<file path="src/rtl/tmo_pkg.sv">
// Shared constants for the command data timeout monitor.
// Assumes: nothing beyond the parameter defaults given here.
package tmo_pkg;
    localparam int unsigned TMO_DIV_DEFAULT = 10000;
    localparam int unsigned TMO_CNT_W_DEFAULT = 16;
endpackage

</file>
<file path="src/rtl/tmo_prescaler.sv">
// Free-running divider: asserts tick_o for one cycle every DIV clocks.
// Assumes: DIV >= 2; never restarted by anything except reset.
module tmo_prescaler #(
    parameter int unsigned DIV = tmo_pkg::TMO_DIV_DEFAULT
) (
    input  logic clk,
    input  logic rst_n,
    output logic tick_o
);
    localparam int unsigned PW = (DIV > 1) ? $clog2(DIV) : 1;
    localparam logic [PW-1:0] LAST = PW'(DIV - 1);

    logic [PW-1:0] phase_q;

    // Advance the phase and wrap at the last count.
    always_ff @(posedge clk) begin
        if (!rst_n)              phase_q <= '0;
        else if (phase_q == LAST) phase_q <= '0;
        else                      phase_q <= phase_q + 1'b1;
    end

    assign tick_o = (phase_q == LAST);
endmodule

</file>
<file path="src/rtl/tmo_counter.sv">
// Sequence tracker and saturating pulse counter with limit compare.
// Assumes: close (end/abort) has priority over start; limit sampled as held.
module tmo_counter #(
    parameter int unsigned CNT_W = tmo_pkg::TMO_CNT_W_DEFAULT
) (
    input  logic             clk,
    input  logic             rst_n,
    input  logic             tick_i,
    input  logic             start_i,
    input  logic             close_i,
    input  logic [CNT_W-1:0] limit_i,
    output logic             active_o,
    output logic [CNT_W-1:0] count_o,
    output logic             hit_o
);
    localparam logic [CNT_W-1:0] CMAX = '1;

    logic             active_q;
    logic [CNT_W-1:0] cnt_q;
    logic [CNT_W-1:0] cnt_inc;
    logic             bump;

    // Saturating next value of the count.
    always_comb begin
        cnt_inc = (cnt_q == CMAX) ? CMAX : cnt_q + 1'b1;
        bump    = active_q && tick_i && !close_i;
    end

    // Open on start, close on end or abort.
    always_ff @(posedge clk) begin
        if (!rst_n)       active_q <= 1'b0;
        else if (close_i) active_q <= 1'b0;
        else if (start_i) active_q <= 1'b1;
    end

    // Count pulses while open; clear on close.
    always_ff @(posedge clk) begin
        if (!rst_n)       cnt_q <= '0;
        else if (close_i) cnt_q <= '0;
        else if (bump)    cnt_q <= cnt_inc;
    end

    assign hit_o    = bump && (cnt_inc >= limit_i);
    assign active_o = active_q;
    assign count_o  = cnt_q;
endmodule

</file>
<file path="src/rtl/tmo_flag.sv">
// Sticky error flag: set by a qualified hit, cleared by strobe, set wins.
// Assumes: hit_i is a single-cycle pulse from the compare logic.
module tmo_flag (
    input  logic clk,
    input  logic rst_n,
    input  logic hit_i,
    input  logic en_i,
    input  logic clr_i,
    output logic flag_o
);
    logic flag_q;

    // Latch on an enabled hit, drop on clear otherwise.
    always_ff @(posedge clk) begin
        if (!rst_n)             flag_q <= 1'b0;
        else if (hit_i && en_i) flag_q <= 1'b1;
        else if (clr_i)         flag_q <= 1'b0;
    end

    assign flag_o = flag_q;
endmodule

</file>
<file path="src/rtl/cmd_data_timeout.sv">
// Top: data timeout monitor for a card command sequence.
// Assumes: strobes are single-cycle and synchronous to clk.
module cmd_data_timeout #(
    parameter int unsigned DIV   = tmo_pkg::TMO_DIV_DEFAULT,
    parameter int unsigned CNT_W = tmo_pkg::TMO_CNT_W_DEFAULT
) (
    input  logic             clk,
    input  logic             rst_n,
    input  logic             cmd_start_i,
    input  logic             cmd_end_i,
    input  logic             abort_i,
    input  logic             irq_en_i,
    input  logic             lim_we_i,
    input  logic [CNT_W-1:0] lim_wdata_i,
    output logic [CNT_W-1:0] lim_rdata_o,
    input  logic             flag_clr_i,
    output logic             err_flag_o,
    output logic             irq_o
);
    logic             tick;
    logic             close;
    logic             active;
    logic             hit;
    logic [CNT_W-1:0] count;
    logic [CNT_W-1:0] limit_q;

    assign close = cmd_end_i || abort_i;

    // Limit register, all ones after reset.
    always_ff @(posedge clk) begin
        if (!rst_n)        limit_q <= '1;
        else if (lim_we_i) limit_q <= lim_wdata_i;
    end

    tmo_prescaler #(.DIV(DIV)) u_pre (
        .clk(clk), .rst_n(rst_n), .tick_o(tick)
    );

    tmo_counter #(.CNT_W(CNT_W)) u_cnt (
        .clk(clk), .rst_n(rst_n), .tick_i(tick), .start_i(cmd_start_i),
        .close_i(close), .limit_i(limit_q), .active_o(active),
        .count_o(count), .hit_o(hit)
    );

    tmo_flag u_flag (
        .clk(clk), .rst_n(rst_n), .hit_i(hit), .en_i(irq_en_i),
        .clr_i(flag_clr_i), .flag_o(err_flag_o)
    );

    assign lim_rdata_o = limit_q;
    assign irq_o       = err_flag_o && irq_en_i;
endmodule

</file>
<file path="config.mk">
export PLATFORM = sky130hd
export DESIGN_NAME = cmd_data_timeout
export DESIGN_NICKNAME = d
export VERILOG_FILES = /design/src/rtl/tmo_pkg.sv /design/src/rtl/tmo_prescaler.sv /design/src/rtl/tmo_counter.sv /design/src/rtl/tmo_flag.sv /design/src/rtl/cmd_data_timeout.sv
export SDC_FILE = /design/constraint.sdc
export NUM_CORES = 1
export LEC_CHECK = 0
export CORE_MARGIN = 1
export CORE_UTILIZATION = 41
export CTS_CLUSTER_DIAMETER = 60
export CTS_CLUSTER_SIZE = 8
export DETAILED_ROUTE_END_ITERATION = 7
export SLEW_MARGIN = 0
export SYNTH_ARGS = -nofsm -noshare
export SYNTH_HDL_FRONTEND = slang
export SYNTH_SLANG_ARGS = --single-unit
</file>
<file path="constraint.sdc">
create_clock -name clk -period 6.1 [get_ports clk]
set_clock_uncertainty 0.1 [all_clocks]
set_input_delay 0.61 -clock clk [delete_from_list [all_inputs] [get_ports clk]]
set_output_delay 0.61 -clock clk [all_outputs]
set_load 0.005 [all_outputs]
</file>
==> impl_table.tex <==
\begin{tabular}{lr}
\hline
Metric & Value \\
\hline
\multicolumn{2}{l}{\textbf{Critical path}} \\
Worst-path maximum fanout & 13 \\
Critical path class & register to register \\
CP Launch Type & register \\
Worst endpoint required time & just over 6 ns \\
Source of the critical timing path & u\_cnt.count\_o[0]\$\_SDFFE\_PP0P\_ \\
Data arrival time of the critical path & 3.24 ns \\
Worst R2R Start & u\_cnt.count\_o[0]\$\_SDFFE\_PP0P\_ \\
Setup crit end kind & register \\
\multicolumn{2}{l}{\textbf{Drt}} \\
Final routed wire length divided by cell count & 14.1 um \\
Final WL & 6130 um \\
Violation count after the first detailed-routing iteration & between 90 and 100 \\
Total via count after detailed routing & between 2,000 and 2,500 \\
DR pass1 iterations & 5 \\
Average vias per placed instance & 5.34 \\
Number of nets with antenna violations after detailed routing & 0 \\
Post-route DRC & 0 \\
\multicolumn{2}{l}{\textbf{Timing}} \\
Worst Max-Slew Pin Slew & 1.04 ns \\
Hold Violations, Final & 0 \\
Final critical-path share of the clock period & 51.8\% \\
Total negative setup slack & 0 ns \\
Upper clock frequency limit & between 300 and 400 MHz \\
Worst relative slew slack & a little under a third \\
Unrepaired setup endpoints after global routing & no \\
Slew Limit Fails & 0 \\
Minimum clock period after layout & 3.16 ns \\
Number of setup violations in the final report & 0 \\
\multicolumn{2}{l}{\textbf{Yosys}} \\
Mux contribution to synthesized area & 2.80\% \\
Warnings, synthesis & 0 \\
Post-synth EDFFs & 0 \\
Main synth FF type & dfxtp\_1 \\
Post-Synth XOR/XNOR Area & 5.66\% \\
Post-Syn Area & between 2000 and 3000 um2 \\
Number of different library cells in the post-synthesis netlist & between 40 and 50 \\
Leading area contributor after synthesis & dfxtp\_1 \\
Compound-cell area share of the yosys netlist & 13.7\% \\
Adder-cell share of the synthesized area & 8.56\% \\
Simple-gate area share of the yosys netlist & 27.8\% \\
Yosys top cell area share & 36.5\% \\
Average footprint of a synthesized cell & 8.13 um2 \\
Number of standard cells after synthesis & 324 \\
Dominant combinational cell family by area after synthesis & simple AND/OR/NAND/NOR gates \\
Share of the yosys chip area belonging to registers & around 37\% \\
Post-synthesis async set-or-reset flop share & 0\% \\
Cell types occupying the most area after synthesis & dfxtp\_1 37\%, ha\_1 8.6\%, nand2\_1 5.7\%, nor2\_1 5.7\%, o211ai\_1 4.6\% \\
\#FFs+latches synth & 48 \\
Synthesized netlist net count & between 300 and 400 \\
\multicolumn{2}{l}{\textbf{Cells and area}} \\
Finished layout cell area & 3200 um2 \\
Synth-to-layout area growth & 21.4\% \\
Layout net count & around 400 \\
Antenna cells & 0 \\
Number of fill cells & 591 \\
Most used cells in the layout excluding fill and tap cells & 48 x dfxtp\_1, 41 x clkdlybuf4s50\_1, 40 x nand2\_1, 40 x nor2\_1, 19 x inv\_1 \\
Most frequent standard cell in the layout excluding fill and tap cells & dfxtp\_1 \\
Proportion of layout cells with a drive suffix above 1 & 4.44\% \\
\multicolumn{2}{l}{\textbf{Clock network}} \\
Clock latency on the worst-skew pair & 0.31 ns \\
Cells resized by post-CTS repair & 0 \\
Sinks on Clock Net & 48 \\
Count of buffers added by post-CTS timing repair for setup & 0 \\
TritonCTS Buffers & 5 \\
Maximum level of the CTS H-tree & 2 \\
Clock tree from TritonCTS & done \\
Bufs on Longest Clock Path & 2 \\
Post-CTS clock slew at the launch and capture registers of the worst setup and hold paths & 0.09 ns \\
Hold buffer count at CTS & 0 \\
CTS root buf & clkbuf\_8 \\
\multicolumn{2}{l}{\textbf{Floorplan}} \\
Full die area & 6750 um2 \\
Y dimension of the die & 82.1 um \\
Row Count & 28 \\
Die width & 82.1 um \\
Floorplan Core Area & 6060 um2 \\
Initial core utilization & 43.4\% \\
IO Pins & between 40 and 50 \\
\multicolumn{2}{l}{\textbf{Power}} \\
Highest ir drop seen on vdd & 142 uV \\
Reported leakage power & 1.33 nW \\
Areal power density over the cells & 194 nW/um2 \\
\multicolumn{2}{l}{\textbf{Placed design}} \\
Gpl congestion & 0.827 \\
Half-perimeter wire length after detailed placement & 4630 um \\
Port buffer count & 41 \\
Placement-stage cell area & 3090 um2 \\
\multicolumn{2}{l}{\textbf{Job}} \\
Number of maximum-capacitance violations & 0 \\
\multicolumn{2}{l}{\textbf{Global route}} \\
Global-route wire length before repair & slightly below 10,000 um \\
Combined global-route utilization of all metal layers & 19.6\% \\
Largest net degree at the start of global routing & 32 \\
Global route overflow & 0 \\
Number of global-route vias before repair & 2,016 \\
Initial antenna violation count & 0 \\
\multicolumn{2}{l}{\textbf{Status}} \\
Status & finished, final reports clean \\
\multicolumn{2}{l}{\textbf{Min path}} \\
Hold path startpoint & u\_pre.phase\_q[0]\$\_SDFF\_PP0\_ \\
Worst hold path type & register to register \\
\hline
\end{tabular}
per-layer routing:
| metal | track usage [%] | wire [um] | vias to the layer above |
|---|---|---|---|
| met4 | 5.79 | 30 | 0 |
| met1 | 27.4 | 3040 | 1070 |
| met5 | 0 | 0 | - |
| met3 | 5.05 | 303 | 3 |
| li1 | - | - | 1211 |
| met2 | 29.3 | 2750 | 40 |
state kept, by name, indices dropped and copies added (netlist names):
signal          count
lim_rdata_o        16
u_cnt.count_o      16
u_pre.phase_q      14
u_cnt.active_o      1
u_flag.flag_o       1
logic make-up (layout without fill, tap and decap cells):
kind of cell    Yosys count  in the layout
mux                       7              7
simple gates            145            145
compound gates           56             56
fa+ha+maj                18             18
buf+inv                  33             69
flops                    48             48
xor+xnor                 17             17
area by class of cell:
class,instances,area (um2),share of cell area (%)
multi-input cells,243,1540,48.2
clock inverters,3,42.5,1.33
well taps,75,93.8,2.94
clock buffers,5,68.8,2.15
inverters,19,71.3,2.23
repair buffers,42,418,13.1
flip-flops and latches,48,961,30.1
per-stage QoR:
stage	hold WS, ns	worst slack, ns	cells	utilization, %	total power, mW
after CTS	0.359	2.92	435	52.7	0.630
after global placement	0.334	3.09	427	50.9	0.394
after detailed placement	0.344	2.95	427	50.9	0.395
final	0.354	2.94	435	52.7	0.620
after floorplan	0.318	3.17	324	-	0.359
after global routing	0.382	2.66	435	52.7	0.649
path summary, 6_finish.rpt:
| check | slack [ns] | end | cells past startpoint |
|---|---|---|---|
| setup / recovery | 2.94 | u_flag.flag_o$_SDFFE_PN0P_ | 11 |
| hold / removal | 0.35 | u_pre.phase_q[0]$_SDFF_PP0_ | 1 |
| setup reg to reg | 2.94 | u_flag.flag_o$_SDFFE_PN0P_ | 11 |
| hold reg to reg | 0.35 | u_pre.phase_q[0]$_SDFF_PP0_ | 1 |
power by group:
group | total [mW] | internal [mW] | leakage (nW) | switching [mW]
clock | 0.232 | 0.121 | 0.0541 | 0.111
sequential | 0.327 | 0.322 | 0.392 | 0.00514
combinational | 0.0596 | 0.0348 | 0.886 | 0.0249
worst max-delay path, cell delays in order (launching register included):
cell       delay (ns)
dfxtp_1          0.41
ha_1             0.26
and3_1           0.33
nand2_1          0.17
or2_1            0.39
and2_1           0.22
ha_1             0.26
nand2b_1         0.14
a2111oi_0        0.42
nor3_1           0.11
o211ai_1         0.11
a31oi_1          0.10
cell usage after synthesis, types with 2 or more instances:
master     instances
dfxtp_1           48
nand2_1           40
nor2_1            40
inv_1             19
ha_1              18
a21oi_1           17
o211ai_1          16
nand3_1           13
and3_1            10
clkbuf_1          10
xnor2_1           10
nor3_1             8
o21ai_0            7
xor2_1             7
nand4_1            6
and4_1             5
a211oi_1           4
and2_1             4
mux2i_1            4
a311oi_1           3
a31oi_1            3
mux2_2             3
nor4_1             3
or3_1              3
a2111oi_0          2
buf_2              2
nor2b_1            2
(Power assumes the default switching activity.)
